$ cat config.mk
export PLATFORM = sky130hd
export DESIGN_NAME = tw_reg_master
export DESIGN_NICKNAME = d
export VERILOG_FILES = /design/src/rtl/tw_pkg.sv /design/src/rtl/tw_sync2.sv /design/src/rtl/tw_phase_timer.sv /design/src/rtl/tw_frame_shifter.sv /design/src/rtl/tw_reg_master.sv
export SDC_FILE = /design/constraint.sdc
export NUM_CORES = 1
export LEC_CHECK = 0
export BUFFER_PORTS_ARGS = -buffer_cell sky130_fd_sc_hd__buf_4
export CAP_MARGIN = 0
export CORE_MARGIN = 5
export CORE_UTILIZATION = 49
export CTS_BUF_LIST = sky130_fd_sc_hd__clkbuf_16
export DETAILED_ROUTE_END_ITERATION = 8
export PLACE_DENSITY = 0.75
export SYNTH_ARGS = -nofsm -noshare
export SYNTH_HDL_FRONTEND = slang
export SYNTH_SLANG_ARGS = --single-unit
$ cat constraint.sdc
create_clock -name clk -period 1.5 [get_ports clk]
set_input_delay 0.15 -clock clk [delete_from_list [all_inputs] [get_ports clk]]
set_output_delay 0.15 -clock clk [all_outputs]
set_load 0.05 [all_outputs]
$ cat src/rtl/tw_pkg.sv
package tw_pkg;
  typedef enum logic [2:0] {
    ST_IDLE,
    ST_START,
    ST_LOW,
    ST_HIGH,
    ST_TAIL,
    ST_GUARD
  } tw_state_e;
endpackage

$ cat src/rtl/tw_sync2.sv
module tw_sync2 #(
  parameter logic RESET_VAL = 1'b1
) (
  input  logic clk,
  input  logic rst_n,
  input  logic d,
  output logic q
);
  logic meta_q;
  logic sync_q;

  always_ff @(posedge clk or negedge rst_n) begin
    if (!rst_n) begin
      meta_q <= RESET_VAL;
      sync_q <= RESET_VAL;
    end else begin
      meta_q <= d;
      sync_q <= meta_q;
    end
  end

  assign q = sync_q;
endmodule

$ cat src/rtl/tw_phase_timer.sv
module tw_phase_timer #(
  parameter int unsigned CNT_W = 4
) (
  input  logic             clk,
  input  logic             rst_n,
  input  logic             load,
  input  logic [CNT_W-1:0] load_val,
  output logic             expired
);
  logic [CNT_W-1:0] cnt_q;

  always_ff @(posedge clk or negedge rst_n) begin
    if (!rst_n)
      cnt_q <= '0;
    else if (load)
      cnt_q <= load_val;
    else if (cnt_q != '0)
      cnt_q <= cnt_q - 1'b1;
  end

  assign expired = (cnt_q == '0);


  cnt_step_chk: assert property (@(posedge clk) disable iff (!rst_n)
    (!$past(load) && !$past(expired)) |-> (cnt_q == $past(cnt_q) - 1'b1));
endmodule

$ cat src/rtl/tw_frame_shifter.sv
module tw_frame_shifter #(
  parameter int unsigned FRAME_BITS = 16,
  parameter int unsigned RX_BITS    = 8
) (
  input  logic                  clk,
  input  logic                  rst_n,
  input  logic                  load,
  input  logic [FRAME_BITS-1:0] load_frame,
  input  logic                  tx_shift,
  input  logic                  rx_shift,
  input  logic                  rx_bit,
  output logic                  tx_bit,
  output logic [RX_BITS-1:0]    rx_byte
);
  logic [FRAME_BITS-1:0] tx_q;
  logic [RX_BITS-1:0]    rx_q;

  always_ff @(posedge clk or negedge rst_n) begin
    if (!rst_n)
      tx_q <= '0;
    else if (load)
      tx_q <= load_frame;
    else if (tx_shift)
      tx_q <= {tx_q[FRAME_BITS-2:0], 1'b0};
  end

  always_ff @(posedge clk or negedge rst_n) begin
    if (!rst_n)
      rx_q <= '0;
    else if (rx_shift)
      rx_q <= {rx_q[RX_BITS-2:0], rx_bit};
  end

  assign tx_bit  = tx_q[FRAME_BITS-1];
  assign rx_byte = rx_q;
endmodule

$ cat src/rtl/tw_reg_master.sv
module tw_reg_master #(
  parameter int unsigned SETUP_CYC = 3,
  parameter int unsigned HIGH_CYC  = 3,
  parameter int unsigned GUARD_CYC = 4,
  parameter int unsigned ADDR_W    = 8,
  parameter int unsigned DATA_W    = 8
) (
  input  logic              clk,
  input  logic              rst_n,
  input  logic              cmd_valid,
  output logic              cmd_ready,
  input  logic              cmd_rd,
  input  logic [ADDR_W-1:0] cmd_addr,
  input  logic [DATA_W-1:0] cmd_wdata,
  output logic              rsp_valid,
  output logic [DATA_W-1:0] rsp_data,
  output logic              link_cs_n,
  output logic              link_sck,
  output logic              link_sdo,
  output logic              link_sdo_oe,
  input  logic              link_sdi
);
  import tw_pkg::*;

  localparam int unsigned FRAME_BITS = ADDR_W + DATA_W;
  localparam int unsigned MAX_A      = (SETUP_CYC > HIGH_CYC) ? SETUP_CYC : HIGH_CYC;
  localparam int unsigned MAX_CYC    = (MAX_A > GUARD_CYC) ? MAX_A : GUARD_CYC;
  localparam int unsigned CNT_W      = $clog2(MAX_CYC + 1);
  localparam int unsigned BIT_W      = $clog2(FRAME_BITS + 1);
  localparam logic [CNT_W-1:0] SETUP_LD = CNT_W'(SETUP_CYC - 1);
  localparam logic [CNT_W-1:0] HIGH_LD  = CNT_W'(HIGH_CYC - 1);
  localparam logic [CNT_W-1:0] GUARD_LD = CNT_W'(GUARD_CYC - 1);
  localparam logic [BIT_W-1:0] LAST_BIT = BIT_W'(FRAME_BITS - 1);
  localparam logic [BIT_W-1:0] RX_FIRST = BIT_W'(ADDR_W);

  tw_state_e state_q, state_d;
  logic [BIT_W-1:0] bit_q;
  logic             rd_q;
  logic             accept;
  logic             t_load;
  logic [CNT_W-1:0] t_val;
  logic             t_exp;
  logic             bit_done;
  logic             last_bit;
  logic             in_reply;
  logic             sdi_sync;
  logic             tx_bit;
  logic [DATA_W-1:0] rx_byte;
  logic [FRAME_BITS-1:0] frame_d;
  logic             rsp_q;

  assign accept   = cmd_valid && cmd_ready;
  assign bit_done = (state_q == ST_HIGH) && t_exp;
  assign last_bit = (bit_q == LAST_BIT);
  assign frame_d  = cmd_rd ? {cmd_addr | {1'b1, {(ADDR_W-1){1'b0}}}, {DATA_W{1'b0}}}
                           : {cmd_addr, cmd_wdata};

  always_comb begin
    state_d = state_q;
    t_load  = 1'b0;
    t_val   = '0;
    unique case (state_q)
      ST_IDLE: if (accept) begin
        state_d = ST_START; t_load = 1'b1; t_val = SETUP_LD;
      end
      ST_START: if (t_exp) begin
        state_d = ST_LOW; t_load = 1'b1; t_val = SETUP_LD;
      end
      ST_LOW: if (t_exp) begin
        state_d = ST_HIGH; t_load = 1'b1; t_val = HIGH_LD;
      end
      ST_HIGH: if (t_exp) begin
        state_d = last_bit ? ST_TAIL : ST_LOW; t_load = 1'b1; t_val = SETUP_LD;
      end
      ST_TAIL: if (t_exp) begin
        state_d = ST_GUARD; t_load = 1'b1; t_val = GUARD_LD;
      end
      ST_GUARD: if (t_exp) state_d = ST_IDLE;
      default: state_d = ST_IDLE;
    endcase
  end

  always_ff @(posedge clk or negedge rst_n) begin
    if (!rst_n) begin
      state_q <= ST_IDLE;
      bit_q   <= '0;
      rd_q    <= 1'b0;
      rsp_q   <= 1'b0;
    end else begin
      state_q <= state_d;
      rsp_q   <= bit_done && last_bit && rd_q;
      if (accept) begin
        bit_q <= '0;
        rd_q  <= cmd_rd;
      end else if (bit_done) begin
        bit_q <= bit_q + 1'b1;
      end
    end
  end

  tw_phase_timer #(.CNT_W(CNT_W)) u_timer (
    .clk(clk), .rst_n(rst_n), .load(t_load), .load_val(t_val), .expired(t_exp)
  );

  tw_sync2 #(.RESET_VAL(1'b1)) u_sync (
    .clk(clk), .rst_n(rst_n), .d(link_sdi), .q(sdi_sync)
  );

  tw_frame_shifter #(.FRAME_BITS(FRAME_BITS), .RX_BITS(DATA_W)) u_shift (
    .clk(clk), .rst_n(rst_n), .load(accept), .load_frame(frame_d),
    .tx_shift(bit_done), .rx_shift(bit_done && rd_q && (bit_q >= RX_FIRST)),
    .rx_bit(sdi_sync), .tx_bit(tx_bit), .rx_byte(rx_byte)
  );

  assign in_reply    = rd_q && (bit_q >= RX_FIRST) &&
                       (state_q == ST_LOW || state_q == ST_HIGH || state_q == ST_TAIL);
  assign cmd_ready   = (state_q == ST_IDLE);
  assign link_cs_n   = (state_q == ST_IDLE) || (state_q == ST_GUARD);
  assign link_sck    = (state_q == ST_HIGH);
  assign link_sdo_oe = !in_reply;
  assign link_sdo    = (!in_reply && (state_q == ST_LOW || state_q == ST_HIGH)) ? tx_bit : 1'b0;
  assign rsp_valid   = rsp_q;
  assign rsp_data    = rx_byte;


  idle_drive_chk: assert property (@(posedge clk) disable iff (!rst_n)
    link_cs_n |-> link_sdo_oe);

  rsp_released_chk: assert property (@(posedge clk) disable iff (!rst_n)
    rsp_valid |-> (!link_sdo_oe && !link_cs_n));

  sck_gate_chk: assert property (@(posedge clk) disable iff (!rst_n)
    link_cs_n |-> !link_sck);

  cs_rise_chk: assert property (@(posedge clk) disable iff (!rst_n)
    $rose(link_cs_n) |-> (!link_sck && !$past(link_sck)));

  sdo_hold_chk: assert property (@(posedge clk) disable iff (!rst_n)
    (link_sck && $past(link_sck)) |-> $stable(link_sdo));

  ready_idle_chk: assert property (@(posedge clk) disable iff (!rst_n)
    cmd_ready |-> link_cs_n);

  rsp_pulse_chk: assert property (@(posedge clk) disable iff (!rst_n)
    rsp_valid |=> !rsp_valid);
endmodule

# After elaboration in Yosys (flattened, before gate mapping)
# Index checks and enable logic that the tools add are counted.
# totals
in_bits	21
reg_bits	39
out_inout_bits	14
elab_cells	68
# op_classes
n_eq_ne	12
add_sub_neg	2
muxes	23
reduce_logical	21
n_lt_le_gt_ge	1
# ops
operator	n
16-bit two-way mux	3
3-bit two-way mux	9
3-bit one-hot mux with 6 select lines	1
5-bit two-way mux	2
1-bit logical AND	9
2-bit != test, second input constant	4
3-bit by 2-bit equality test with 1-bit output, second input constant	2
3-bit equality test, second input constant	2
3-bit logical NOT	2
2-bit two-way mux	3
2-bit one-hot mux with 3 select lines	1
6-bit AND reduction	1
5-bit by 1-bit adder with 5-bit output, second input constant	1
5-bit by 4-bit equality test with 1-bit output, second input constant	1
5-bit by 4-bit >= comparator with 1-bit output, second input constant	1
2-bit by 1-bit != test with 1-bit output, second input constant	2
2-bit nonzero test	2
4-bit OR reduction	1
3-bit by 1-bit equality test with 1-bit output, second input constant	1
1-bit logical OR	3
1-bit two-way mux	3
3-bit nonzero test	1
3-bit OR reduction	1
3-bit by 1-bit subtractor with 3-bit output, second input constant	1
2 further kinds	2

# Logic depth before layout (Yosys ltp)
# Gate-level depths: netlist of run 1.
# logic_depth
word_depth	7
depth_mapped	8
mapped_depth_nobuf	6

# By module
# A second synthesis of run 1 with hierarchy kept.
# hier_totals
hier_cells	185
hier_area_um2	1946.9
# by_module_without_submodules
module	area_per_inst_um2	seq_area_each_um2	n_inst	cells_per_inst
tw_frame_shifter	1037.2	600.6	1	86
tw_reg_master	656.9	250.2	1	76
tw_phase_timer	200.2	75.1	1	21
tw_sync2	52.6	52.6	1	2

# Worst setup path after synthesis of run 1
# OpenSTA, ideal clock, no wires.
# synth_path
path_type	register to output
start	register state_q[2]
end	output cmd_ready
path_stages_with_launch	3
n_path_buf	1
path_slack_ps	-353
arrival_ps	1703
cell_sequence	dfrtp_1 buf_1 nor3_1
# synth_between
elab_chain_len	1
# synth_lines
item	line_no	text
start: declaration	tw_reg_master.sv:36	tw_state_e state_q, state_d;
start signal: assignment	tw_reg_master.sv:90	state_q <= state_d;
3-bit logical NOT	tw_reg_master.sv:117	assign cmd_ready = (state_q == ST_IDLE);
end: declaration	tw_reg_master.sv:11	output logic cmd_ready,
# Every way passes these cells.

# Final worst setup path of run 1
# layout_path
start	register u_timer.cnt_q[0]
end	register u_shift.rx_q[6], in the netlist u_shift.rx_byte[6]
# layout_between
elab_chain_len	4
# layout_lines
item	line_no	text
start: declaration	tw_phase_timer.sv:10	logic [CNT_W-1:0] cnt_q;
start signal: assignment	tw_phase_timer.sv:16	cnt_q <= load_val;
start signal: assignment	tw_phase_timer.sv:18	cnt_q <= cnt_q - 1'b1;
3-bit logical NOT	tw_phase_timer.sv:21	assign expired = (cnt_q == '0);
1-bit logical AND	tw_reg_master.sv:53	assign bit_done = (state_q == ST_HIGH) && t_exp;
1-bit logical AND (2 in series)	tw_reg_master.sv:111	.tx_shift(bit_done), .rx_shift(bit_done && rd_q && (bit_q >= RX_FIRST)),
end signal: assignment	tw_frame_shifter.sv:31	rx_q <= {rx_q[RX_BITS-2:0], rx_bit};
end: declaration	tw_frame_shifter.sv:16	logic [RX_BITS-1:0] rx_q;
# Every way passes these cells.
# A chain may end at the register's enable or synchronous reset.

==> results of run 1 <==
-- worst min-delay path by stage --
stage | endpoint | slack, ns | cells past startpoint
after global routing | u_shift.tx_q[8]$_DFFE_PN0P_ | 0.09 | 3
final | u_shift.tx_q[8]$_DFFE_PN0P_ | 0.07 | 3
after global placement | u_shift.tx_q[9]$_DFFE_PN0P_ | 0.14 | 1
after detailed placement | u_shift.tx_q[10]$_DFFE_PN0P_ | 0.14 | 1
after floorplan | bit_q[0]$_DFFE_PN0P_ | -0.15 | 0
after CTS | u_shift.tx_q[8]$_DFFE_PN0P_ | 0.07 | 3
-- cell usage in the layout (no fill, tap or decap), types with 2 or more instances in the layout --
cell / instances
sky130_fd_sc_hd__or3_1: 2
sky130_fd_sc_hd__nor2_1: 5
sky130_fd_sc_hd__mux2i_1: 16
sky130_fd_sc_hd__and3_4: 3
sky130_fd_sc_hd__dfrtp_2: 2
sky130_fd_sc_hd__nand2_1: 9
sky130_fd_sc_hd__dlygate4sd3_1: 2
sky130_fd_sc_hd__o21a_1: 2
sky130_fd_sc_hd__mux2_2: 3
sky130_fd_sc_hd__o22ai_1: 2
sky130_fd_sc_hd__ha_4: 3
sky130_fd_sc_hd__o21ai_1: 17
sky130_fd_sc_hd__nand3b_1: 8
sky130_fd_sc_hd__buf_4: 47
sky130_fd_sc_hd__inv_2: 2
sky130_fd_sc_hd__a211oi_2: 2
sky130_fd_sc_hd__dfstp_2: 2
sky130_fd_sc_hd__nor3b_1: 3
sky130_fd_sc_hd__clkbuf_16: 6
sky130_fd_sc_hd__clkinv_1: 2
sky130_fd_sc_hd__nand2_4: 3
sky130_fd_sc_hd__inv_1: 4
sky130_fd_sc_hd__o22ai_2: 2
sky130_fd_sc_hd__a21oi_1: 2
sky130_fd_sc_hd__dfrtp_1: 35
sky130_fd_sc_hd__buf_6: 13
sky130_fd_sc_hd__a21oi_2: 2
sky130_fd_sc_hd__mux2_4: 6
-- logic make-up after synthesis --
kind of cell	share of synthesized area (%)
AND/OR/NAND/NOR	13.58
flip-flops	52.84
AO/OA/AOI/OAI	10.34
multiplexers	14.66
buffers and inverters	4.932
adder cells (fa/ha/maj)	2.703
XOR/XNOR	0.9461
-- where the power goes --
part	total [W]	switching, W	internal [W]
clock network	0.00100	0.000397	0.000603
registers	0.00174	0.000309	0.00143
logic	0.00247	0.00126	0.00121
total	0.00521	0.00196	0.00325
-- sequential cells by signal, summed over array words and instances (netlist names) --
register	flops
u_shift.tx_q	16
u_shift.rx_byte	8
bit_q	5
state_q	3
u_timer.cnt_q	3
rd_q	1
rsp_valid	1
u_sync.meta_q	1
u_sync.q	1
-- through the flow --
stage	hold slack, ns	utilization, %	total power (W)	setup TNS [ns]
2_1_floorplan	-0.1456	-	0.002831	-1.166
3_3_place_gp	0.1357	61.14	0.003266	-1.972
3_5_place_dp	0.1425	61.14	0.003361	-3.578
4_1_cts	0.07437	70.06	0.004721	-3.745
5_1_grt	0.09389	76.62	0.005491	-7.112
6_report	0.07276	76.62	0.005208	-5.425
-- cell type report --
cell class / count / area (um2) / share of cell area (%)
clock buffer: 5 / 125.1 / 4.460
clock inverter: 3 / 15.01 / 0.5352
inverter: 6 / 22.52 / 0.8029
multi-input combinational: 110 / 982.2 / 35.01
sequential: 39 / 980.9 / 34.97
tap: 48 / 60.06 / 2.141
timing repair buffer: 67 / 619.3 / 22.08
-- cell usage after synthesis --
master and number:
sky130_fd_sc_hd__a211oi_1 2, sky130_fd_sc_hd__a21oi_1 4, sky130_fd_sc_hd__a22o_1 1, sky130_fd_sc_hd__and2_1 1, sky130_fd_sc_hd__and3_1 3, sky130_fd_sc_hd__buf_1 1
sky130_fd_sc_hd__buf_2 1, sky130_fd_sc_hd__buf_4 5, sky130_fd_sc_hd__buf_6 1, sky130_fd_sc_hd__clkbuf_1 3, sky130_fd_sc_hd__dfrtp_1 37, sky130_fd_sc_hd__dfstp_2 2
sky130_fd_sc_hd__ha_1 4, sky130_fd_sc_hd__inv_1 6, sky130_fd_sc_hd__mux2_2 9, sky130_fd_sc_hd__mux2i_1 17, sky130_fd_sc_hd__nand2_1 12, sky130_fd_sc_hd__nand3_1 1
sky130_fd_sc_hd__nand3b_1 8, sky130_fd_sc_hd__nand4b_1 1, sky130_fd_sc_hd__nor2_1 6, sky130_fd_sc_hd__nor2_4 1, sky130_fd_sc_hd__nor2b_1 2, sky130_fd_sc_hd__nor3_1 2
sky130_fd_sc_hd__nor3b_1 4, sky130_fd_sc_hd__nor4b_1 1, sky130_fd_sc_hd__o21a_1 2, sky130_fd_sc_hd__o21ai_0 20, sky130_fd_sc_hd__o21bai_1 1, sky130_fd_sc_hd__o22ai_1 4
sky130_fd_sc_hd__or3_1 2, sky130_fd_sc_hd__xor2_1 2
-- per-layer routing --
metal	GRT usage [%]	vias to the layer above
li1	-	707
met1	20.18	746
met2	27.45	52
met3	4.909	13
met4	6.889	0
met5	0	-
-- critical path: stages, from the launching register on --
cell,delay (ns)
sky130_fd_sc_hd__dfrtp_1,0.40
sky130_fd_sc_hd__inv_2,0.08
sky130_fd_sc_hd__ha_4,0.13
sky130_fd_sc_hd__ha_4,0.13
sky130_fd_sc_hd__nand4b_1,0.15
sky130_fd_sc_hd__buf_6,0.18
sky130_fd_sc_hd__nor2_4,0.13
sky130_fd_sc_hd__buf_4,0.13
sky130_fd_sc_hd__mux2_2,0.32
-- repair_timing --
item,in CTS,in global routing
gates cloned,2,1
resized for setup,34,46
endpoints found under the hold margin,38,0
endpoints found under the setup margin,32,39
hold buffers,2,0
buffers inserted,5,14
pin swaps,4,17
==> results.rst, run 1 <==
.. list-table::
   :header-rows: 1

   * - Metric
     - Value
   * - Filler cell count in the final layout
     - 237
   * - Synthesis-stage register bit count
     - 39
   * - Post-synth top area share
     - 50.00%
   * - Core region area
     - 3661 um2
   * - Count of placed standard cells including taps
     - 250
   * - Residual antenna-violating net count after detailed routing
     - 0
   * - Number of cells on the worst reg-to-reg path
     - 8
   * - Number of iterations in the first detailed-routing pass
     - 4
   * - Status
     - finished, violations left
   * - Post-synthesis area per instance
     - 11.16 um2
   * - Power Density
     - 1857 nW/um2
   * - Crit. Startpoint
     - u_timer.cnt_q[0]$_DFFE_PN0P_
   * - Count of unique library cells instantiated by Yosys
     - 32
   * - Die Span Y
     - 71.48 um
   * - Library cell with the largest summed area after synthesis
     - sky130_fd_sc_hd__dfrtp_1
   * - Wire length per cell
     - 17.31 um
   * - # nets final
     - 254
   * - Number of warning messages in the yosys log
     - 0
   * - Ranking of synthesized cells by area
     - sky130_fd_sc_hd__dfrtp_1 (50%), sky130_fd_sc_hd__mux2i_1 (9.2%), sky130_fd_sc_hd__mux2_2 (5.5%)
   * - Filler-free cell count of the finished design
     - 278
   * - Final instance area
     - 2805 um2
   * - CP Class
     - flop to flop
   * - Clock buffer count from CTS
     - 5
   * - Worst Setup Slack, final
     - -0.2547 ns
   * - Number of clock sinks
     - 39
   * - Width of the die
     - 71.48 um
   * - Req. time, crit path
     - 1.67 ns
   * - Highest attainable clock frequency
     - 569.9 MHz
   * - Cell chosen for the clock root
     - sky130_fd_sc_hd__clkbuf_16
   * - Hold Violations, Final
     - 0
   * - Total number of vias
     - 1518
   * - Maximum number of pins on one net before global-route repair
     - 40
   * - Instance area after placement
     - 2238 um2
   * - Type of element capturing the critical path
     - flop
   * - Die area
     - 5109 um2
   * - Startpoint Class
     - flop
   * - Worst reg2reg startpoint
     - u_timer.cnt_q[0]$_DFFE_PN0P_
   * - GR Overflow Total
     - 0
   * - Synthesized instance count
     - 166
   * - Vias per std cell
     - 5.460
   * - Max cap viols
     - 0
   * - Maximum fanout encountered on the critical timing path
     - 6
   * - Reg-to-Reg End
     - u_shift.rx_byte[6]$_DFFE_PN0P_
   * - Routed length on met1
     - 1876 um
   * - Reg2Reg Setup Slack
     - -0.25 ns
   * - Hpwl dp
     - 2428 um
   * - Remaining design rule violation count
     - 0
   * - Top layer reached by signal wires
     - met4
   * - Min cycle time layout
     - 1.755 ns
   * - Post-route clock period utilization
     - 117.0%
   * - Number of placement rows
     - 22
   * - WL met3
     - 296 um
   * - Violated checks
     - negative setup slack
   * - Number of nets in the synthesized netlist
     - 191
   * - Count of endpoints failing setup in the final report
     - 33
   * - First-pass GRT wire length
     - 6575 um
   * - Starting utilization of the core area
     - 50.58%
   * - Reg clk slew, reported paths
     - 0.06 ns
   * - Transition time at the pin with the least slew margin
     - 0.4790 ns
   * - Mapped cell area
     - 1852 um2
   * - Max-slew headroom at the worst pin
     - 68.07%
   * - Area growth, synth to finish
     - 51.49%
   * - Routed wire length
     - 4812 um
   * - Worst supply voltage drop on vdd
     - 0.001067 V
   * - Final Max Slew Viols
     - 0
   * - Data arrival time of the critical path
     - 1.92 ns
   * - N_diodes
     - 0
   * - Worst hold path startpoint
     - cmd_addr[0]
   * - I/O Buffers
     - 34
   * - I/O Pins
     - 35
   * - Vias in the first global route
     - 1480
   * - Clk buf depth
     - 2
   * - Final Skew
     - 0.005238 ns
   * - Setup repair after global routing missed its margin
     - true
   * - Post-synthesis sequential area ratio
     - 52.84%
   * - Cell leakage power
     - 1.326 nW
   * - Routability cong.
     - 0.8420
   * - TritonCTS clock tree
     - done
   * - Maximum level of the CTS H-tree
     - 2
   * - Met2 WL
     - 2493 um
   * - Iteration-0 DRC count of the detailed router
     - 82
   * - Clock latency on the worst-skew pair
     - 0.28 ns
   * - Fraction of final layout cells with drive strength greater than 1
     - 48.70%
   * - Timing endpoint of the critical path
     - u_shift.rx_byte[6]$_DFFE_PN0P_
   * - Dpl ws
     - -0.2092 ns
   * - Gr usage total
     - 16.60%
   * - Number of antenna violations at the first check in global routing
     - 0
   * - Classification of the worst-slack hold path
     - input pin to flop
Power figures use the tool's default switching activity.
==> run 2: changes to the inputs <==
Settings changed: CORE_UTILIZATION 49 to 58, PLACE_DENSITY 0.75 to 0.83.
Clock period 1.5 ns to 2.2 ns, I/O delays scaled along.
==> run 2 against run 1 <==
Against the previous run: the flow now finishes without violations; routed wire length is 24% lower; worst setup slack better by 0.55 ns; critical path depth is 1 lower; first-iteration DRC count is 22% lower; maximum frequency is 7.7% lower; clock skew is 0.0038 ns lower; core utilization is 1.7 points lower; sequential cell count stayed put; global-route usage is 2.5 points higher; critical path type unchanged.
==> results.rst, run 2 (synthesized netlist as in run 1, its figures left out) <==
.. list-table::
   :header-rows: 1

   * - Metric
     - Value
   * - Status
     - finished, final reports clean
   * - Routed wire length
     - 3650 um
   * - Count of placed standard cells including taps
     - 238
   * - Reg-to-Reg End
     - u_shift.tx_q[7]$_DFFE_PN0P_
   * - Classification of the worst-slack hold path
     - input pin to flop
   * - Total number of vias
     - 1359
   * - Switching power of the nets
     - 0.001074 W
   * - Number of antenna violations at the first check in global routing
     - 0
   * - Max stage delay on crit path
     - 0.36 ns
   * - Max cap viols
     - 0
   * - Fin Setup TNS
     - 0 ns
   * - Area growth, synth to finish
     - 23.58%
   * - Post-route clock period utilization
     - 86.37%
   * - Fraction of final layout cells with drive strength greater than 1
     - 29.06%
   * - Slowest-stage cell, CP
     - sky130_fd_sc_hd__dfrtp_1
   * - Reg2Reg Setup Slack
     - 0.30 ns
   * - Fraction of power consumed by the clock network
     - 23.5%
   * - Post-CTS Setup Inserts
     - 0
   * - GR Overflow Total
     - 0
   * - Startpoint Class
     - flop
   * - Number of cells on the worst reg-to-reg path
     - 7
   * - Type of element capturing the critical path
     - flop
   * - Transition time at the pin with the least slew margin
     - 0.5184 ns
   * - Final Max Slew Viols
     - 0
   * - Share of total power in sequential cells
     - 40.7%
   * - Critical path cell sequence
     - inv_1, ha_1, ha_1, nand4b_1, buf_4, mux2i_1, o21ai_0
   * - Highest attainable clock frequency
     - 526.3 MHz
   * - Gr usage total
     - 19.11%
   * - Die Span Y
     - 66.51 um
   * - Max-slew headroom at the worst pin
     - 65.08%
   * - Reg clk slew, reported paths
     - 0.05 ns
   * - Core region area
     - 3053 um2
   * - Cell repeated most along the worst path
     - sky130_fd_sc_hd__ha_1
   * - I/O Pins
     - 35
   * - Data arrival time of the critical path
     - 2.06 ns
   * - Clock buffer count from CTS
     - 5
   * - Worst hold path startpoint
     - link_sdi
   * - Hpwl dp
     - 2444 um
   * - First-pass GRT wire length
     - 6258 um
   * - Worst hold path endpoint
     - u_sync.meta_q$_DFF_PN1_
   * - Wire length per cell
     - 14.78 um
   * - Routability cong.
     - 0.8137
   * - Vias in the first global route
     - 1417
   * - Min cycle time layout
     - 1.900 ns
   * - Logic gate share of total power
     - 35.8%
   * - Starting utilization of the core area
     - 60.66%
   * - Req. time, crit path
     - 2.36 ns
   * - Vias per std cell
     - 5.502
   * - Register with the most flip-flops
     - u_shift.tx_q
   * - Worst reg2reg startpoint
     - u_timer.cnt_q[0]$_DFFE_PN0P_
   * - Iteration-0 DRC count of the detailed router
     - 64
   * - Maximum number of pins on one net before global-route repair
     - 40
   * - Maximum fanout encountered on the critical timing path
     - 15
   * - # nets final
     - 227
   * - Clock latency on the worst-skew pair
     - 0.28 ns
   * - Highest-count cells in the layout ignoring fill and taps
     - sky130_fd_sc_hd__buf_4 (39), sky130_fd_sc_hd__dfrtp_1 (37), sky130_fd_sc_hd__o21ai_0 (20), sky130_fd_sc_hd__mux2i_1 (17), sky130_fd_sc_hd__nand2_1 (12)
   * - Residual antenna-violating net count after detailed routing
     - 0
   * - Number of placement rows
     - 20
   * - Cell leakage power
     - 1.126 nW
   * - Worst supply voltage drop on vdd
     - 0.0007020 V
   * - Die area
     - 4423 um2
   * - Count of endpoints failing setup in the final report
     - 0
   * - Maximum level of the CTS H-tree
     - 2
   * - CP Class
     - flop to flop
   * - Worst Path Buf+Inv
     - 2
   * - Setup repair after global routing missed its margin
     - false
   * - Number of clock sinks
     - 39
   * - Clk buf depth
     - 2
   * - Filler-free cell count of the finished design
     - 247
   * - Net switching fraction of the power
     - 37.13%
   * - Top Family by Delay on Critical Path
     - buffers and inverters
   * - Number of iterations in the first detailed-routing pass
     - 4
   * - Resize count post-CTS
     - 0
   * - N_diodes
     - 0
   * - Power Density
     - 1265 nW/um2
   * - Cell chosen for the clock root
     - sky130_fd_sc_hd__clkbuf_16
   * - Final Skew
     - 0.001454 ns
   * - TritonCTS clock tree
     - done
   * - Hold depth
     - 1
   * - I/O Buffers
     - 34
   * - Width of the die
     - 66.51 um
   * - Hold-fix buffer count after cts
     - 1
   * - Leading cell type in the layout, fill and taps excluded
     - sky130_fd_sc_hd__buf_4
   * - Hold Violations, Final
     - 0
   * - Flip-flop count of the largest register, all copies and words added
     - 16
   * - Remaining design rule violation count
     - 0
   * - Total internal power
     - 0.001820 W
[run 2: cell types whose count changed in the layout (fill, tap and decap cells not counted), moves of 4 or more]
cell                      change
sky130_fd_sc_hd__buf_4        -8
sky130_fd_sc_hd__mux2_4       -6
sky130_fd_sc_hd__mux2_2       +6
sky130_fd_sc_hd__o21ai_1     -17
sky130_fd_sc_hd__buf_6       -13
sky130_fd_sc_hd__o21ai_0     +19
sky130_fd_sc_hd__ha_1         +4
[run 2: layout make-up]
type | instances | area, um2
tap | 44 | 55.05
clock inverter | 3 | 16.27
fill | 218 | 764.5
timing repair buffer | 40 | 302.8
sequential | 39 | 978.4
inverter | 6 | 22.52
multi-input combinational | 110 | 788.3
clock buffer | 5 | 125.1
[run 2: worst reg2reg max path, stage by stage (launching register included)]
cell and delay [ns]:
sky130_fd_sc_hd__dfrtp_1 0.36, sky130_fd_sc_hd__inv_1 0.06, sky130_fd_sc_hd__ha_1 0.19, sky130_fd_sc_hd__ha_1 0.19, sky130_fd_sc_hd__nand4b_1 0.29, sky130_fd_sc_hd__buf_4 0.32
sky130_fd_sc_hd__mux2i_1 0.27, sky130_fd_sc_hd__o21ai_0 0.10
[run 2: worst max-delay path by stage]
stage / depth (start not counted) / endpoint / slack (ns) / startpoint
3_3_place_gp: 6 / u_shift.rx_byte[7]$_DFFE_PN0P_ / 0.44 / u_timer.cnt_q[0]$_DFFE_PN0P_
4_1_cts: 3 / link_sdo_oe / 0.29 / state_q[2]$_DFFE_PN0P_
5_1_grt: 3 / link_sdo_oe / 0.17 / state_q[2]$_DFFE_PN0P_
3_5_place_dp: 6 / u_shift.rx_byte[2]$_DFFE_PN0P_ / 0.35 / u_timer.cnt_q[0]$_DFFE_PN0P_
6_report: 7 / u_shift.tx_q[7]$_DFFE_PN0P_ / 0.30 / u_timer.cnt_q[0]$_DFFE_PN0P_
2_1_floorplan: 2 / cmd_ready / 0.28 / state_q[2]$_DFFE_PN0P_
[run 2: metal layers]
metal	GRT usage [%]	routed length, um	vias to the layer above
met1	21.27	1471	666
met4	7.360	62	0
li1	-	-	656
met5	0	0	-
met3	5.902	169	7
met2	33.83	1946	30
[run 2: power groups by stage]
stage	combinational (W)	clock (W)	sequential [W]
after floorplan	0.000758	0	0.00116
after global placement	0.000978	0	0.00116
after detailed placement	0.00102	0	0.00117
after CTS	0.00105	0.000696	0.00118
after global routing	0.00115	0.000729	0.00121
final	0.00104	0.000679	0.00118
[run 2: stage by stage]
step	setup slack [ns]	hold WS, ns	total power [W]	utilization [%]	instance area [um2]
detailed placement	0.3500	0.2129	0.002196	70.00	2137
CTS	0.2950	0.04131	0.002922	74.96	2288
global placement	0.4352	0.2010	0.002133	70.00	2137
global route	0.1672	0.04007	0.003081	74.96	2288
floorplan	0.2773	-0.07559	0.001915	-	1852
finish	0.2999	0.04651	0.002894	74.96	2288
==> run 3: changes to the inputs <==
Settings changed: CELL_PAD_IN_SITES_DETAIL_PLACEMENT set to 1, CELL_PAD_IN_SITES_GLOBAL_PLACEMENT set to 1, CORE_UTILIZATION 58 to 46, PLACE_DENSITY 0.83 to unset, PLACE_DENSITY_LB_ADDON set to 0.1.
==> run 3 against run 2 <==
Against the previous run: sequential share of layout area down 0.49 points; maximum frequency down 2.3%; worst setup slack worse by 0.044 ns; power up 0.11%; critical path type unchanged; largest power group unchanged; non-clock buffer count up 1; sequential cell count unchanged; critical endpoint is now bit_q[2]$_DFFE_PN0P_; first-iteration DRC count down 1.6%; routed wire length up 10%; clock power up 0.6%; final cell count up 2.8%; core utilization down 16 points; clock skew up 0.0017 ns.
==> results.rst, run 3 (synthesized netlist as in run 1, its figures left out) <==
.. list-table::
   :header-rows: 1

   * - Metric
     - Value
   * - Type of element capturing the critical path
     - flop
   * - Critical path cell sequence
     - inv_1, ha_1, ha_1, nand4b_1, buf_4, buf_4, or3_1, a21oi_1
   * - Hpwl dp
     - 2825 um
   * - Total stage count of the critical path
     - 8
   * - I/O Pins
     - 35
   * - Post-route clock period utilization
     - 88.36%
   * - Status
     - finished, final reports clean
   * - Residual antenna-violating net count after detailed routing
     - 0
   * - Power Density
     - 1252 nW/um2
   * - Die Span Y
     - 73.45 um
   * - Number of clock sinks
     - 39
   * - CP Class
     - flop to flop
   * - Data arrival time of the critical path
     - 2.15 ns
   * - Number of placement rows
     - 23
   * - Worst Setup Slack, final
     - 0.2561 ns
   * - Core region area
     - 3943 um2
   * - Filler-free cell count of the finished design
     - 254
   * - Worst Path Buf+Inv
     - 3
   * - N_diodes
     - 0
   * - Die area
     - 5394 um2
   * - Fin Setup TNS
     - 0 ns
   * - Count of placed standard cells including taps
     - 245
   * - Filler cell count in the final layout
     - 419
   * - Startpoint Class
     - flop
   * - Number of iterations in the first detailed-routing pass
     - 4
   * - Iteration-0 DRC count of the detailed router
     - 63
   * - Register with the most flip-flops
     - u_shift.tx_q
   * - Max cap viols
     - 0
   * - Max stage delay on crit path
     - 0.40 ns
   * - Routed wire length
     - 4026 um
   * - Post-CTS Setup Inserts
     - 0
   * - Resize count post-CTS
     - 0
   * - Maximum level of the CTS H-tree
     - 2
   * - Top Family by Delay on Critical Path
     - simple AND/OR/NAND/NOR gates
   * - Hold-fix buffer count after cts
     - 1
   * - Max-slew headroom at the worst pin
     - 62.26%
   * - Worst supply voltage drop on vdd
     - 0.0004389 V
   * - Hold Violations, Final
     - 0
   * - GR Overflow Total
     - 0
   * - Worst reg2reg startpoint
     - u_timer.cnt_q[0]$_DFFE_PN0P_
   * - Transition time at the pin with the least slew margin
     - 0.5647 ns
   * - Final Skew
     - 0.003118 ns
   * - Slowest-stage cell, CP
     - sky130_fd_sc_hd__dfrtp_1
   * - I/O Buffers
     - 34
   * - Remaining design rule violation count
     - 0
   * - Maximum fanout encountered on the critical timing path
     - 8
   * - Highest-count cells in the layout ignoring fill and taps
     - sky130_fd_sc_hd__buf_4 (39), sky130_fd_sc_hd__dfrtp_1 (37), sky130_fd_sc_hd__o21ai_0 (20), sky130_fd_sc_hd__mux2i_1 (17), sky130_fd_sc_hd__nand2_1 (12)
   * - Vias in the first global route
     - 1493
   * - Count of endpoints failing setup in the final report
     - 0
   * - Maximum number of pins on one net before global-route repair
     - 40
   * - # nets final
     - 228
   * - Flip-flop count of the largest register, all copies and words added
     - 16
   * - Starting utilization of the core area
     - 46.97%
   * - Vias per std cell
     - 5.303
   * - Leading cell type in the layout, fill and taps excluded
     - sky130_fd_sc_hd__buf_4
   * - Timing endpoint of the critical path
     - bit_q[2]$_DFFE_PN0P_
   * - Cell leakage power
     - 1.135 nW
   * - Number of cells on the worst reg-to-reg path
     - 8
   * - Clock buffer count from CTS
     - 5
   * - Crit. Startpoint
     - u_timer.cnt_q[0]$_DFFE_PN0P_
   * - Clock latency on the worst-skew pair
     - 0.28 ns
   * - Number of antenna violations at the first check in global routing
     - 0
   * - Reg2Reg Setup Slack
     - 0.26 ns
   * - Wire length per cell
     - 15.85 um
   * - First-pass GRT wire length
     - 7003 um
   * - Reg clk slew, reported paths
     - 0.06 ns
   * - Final Max Slew Viols
     - 0
   * - Min cycle time layout
     - 1.944 ns
   * - Fraction of final layout cells with drive strength greater than 1
     - 29.90%
   * - TritonCTS clock tree
     - done
   * - Routability cong.
     - 0.7723
   * - Instance area after placement
     - 2165 um2
   * - Req. time, crit path
     - 2.40 ns
   * - Dpl ws
     - 0.2970 ns
   * - Cell chosen for the clock root
     - sky130_fd_sc_hd__clkbuf_16
   * - Gr usage total
     - 17.24%
   * - Highest attainable clock frequency
     - 514.4 MHz
   * - Width of the die
     - 73.45 um
   * - Classification of the worst-slack hold path
     - input pin to flop
   * - Final instance area
     - 2315 um2
   * - Setup repair after global routing missed its margin
     - false
   * - Clk buf depth
     - 2
   * - Total number of vias
     - 1347
   * - Area growth, synth to finish
     - 25.00%
   * - Reg-to-Reg End
     - bit_q[2]$_DFFE_PN0P_
run 3: cell count changes in the layout (fill, tap and decap cells not counted):
cell | previous run | this run
sky130_fd_sc_hd__buf_12 | 0 | 1
sky130_fd_sc_hd__clkinv_2 | 1 | 3
sky130_fd_sc_hd__inv_1 | 7 | 6
sky130_fd_sc_hd__clkinvlp_4 | 1 | 0
run 3: power breakdown:
group | switching (W) | internal, W
combinational | 0.000598 | 0.000443
sequential | 0.000201 | 0.000972
clock | 0.000270 | 0.000413
total | 0.00107 | 0.00183
run 3: how the worst min path moves through the flow:
stage	from	to	slack (ns)	depth (start not counted)
2_1_floorplan	rst_n	bit_q[0]$_DFFE_PN0P_	-0.08	0
4_1_cts	link_sdi	u_sync.meta_q$_DFF_PN1_	0.04	1
3_5_place_dp	rst_n	u_shift.tx_q[10]$_DFFE_PN0P_	0.22	1
6_report	link_sdi	u_sync.meta_q$_DFF_PN1_	0.04	1
3_3_place_gp	rst_n	u_shift.tx_q[10]$_DFFE_PN0P_	0.21	1
5_1_grt	link_sdi	u_sync.meta_q$_DFF_PN1_	0.03	1
run 3: worst reg2reg max path, cell delays in order (launching register included):
cell and delay (ns):
sky130_fd_sc_hd__dfrtp_1 0.40, sky130_fd_sc_hd__inv_1 0.07, sky130_fd_sc_hd__ha_1 0.14, sky130_fd_sc_hd__ha_1 0.15, sky130_fd_sc_hd__nand4b_1 0.21, sky130_fd_sc_hd__buf_4 0.26
sky130_fd_sc_hd__buf_4 0.18, sky130_fd_sc_hd__or3_1 0.31, sky130_fd_sc_hd__a21oi_1 0.15
run 3: metal layers:
metal / share of wire, % / vias up / GRT usage [%]
li1: - / 661 / -
met1: 41 / 646 / 19.69
met2: 52 / 33 / 29.92
met3: 5.5 / 7 / 5.335
met4: 1.6 / 0 / 6.640
met5: 0 / - / 0
run 3: metrics by stage:
stage	utilization [%]	power [W]	hold slack (ns)
floorplan	-	0.001915	-0.07559
global route	58.71	0.003132	0.02802
finish	58.71	0.002897	0.04422
detailed placement	54.90	0.002237	0.2197
CTS	58.71	0.002947	0.03712
global placement	54.90	0.002164	0.2102
run 3: layout make-up:
class	count	area (um2)	area share, %
timing repair buffer	41	322.8	13.95
tap	50	62.56	2.703
inverter	6	22.52	0.9730
clock inverter	3	15.01	0.6486
sequential	39	978.4	42.27
clock buffer	5	125.1	5.405
multi-input combinational	110	788.3	34.05
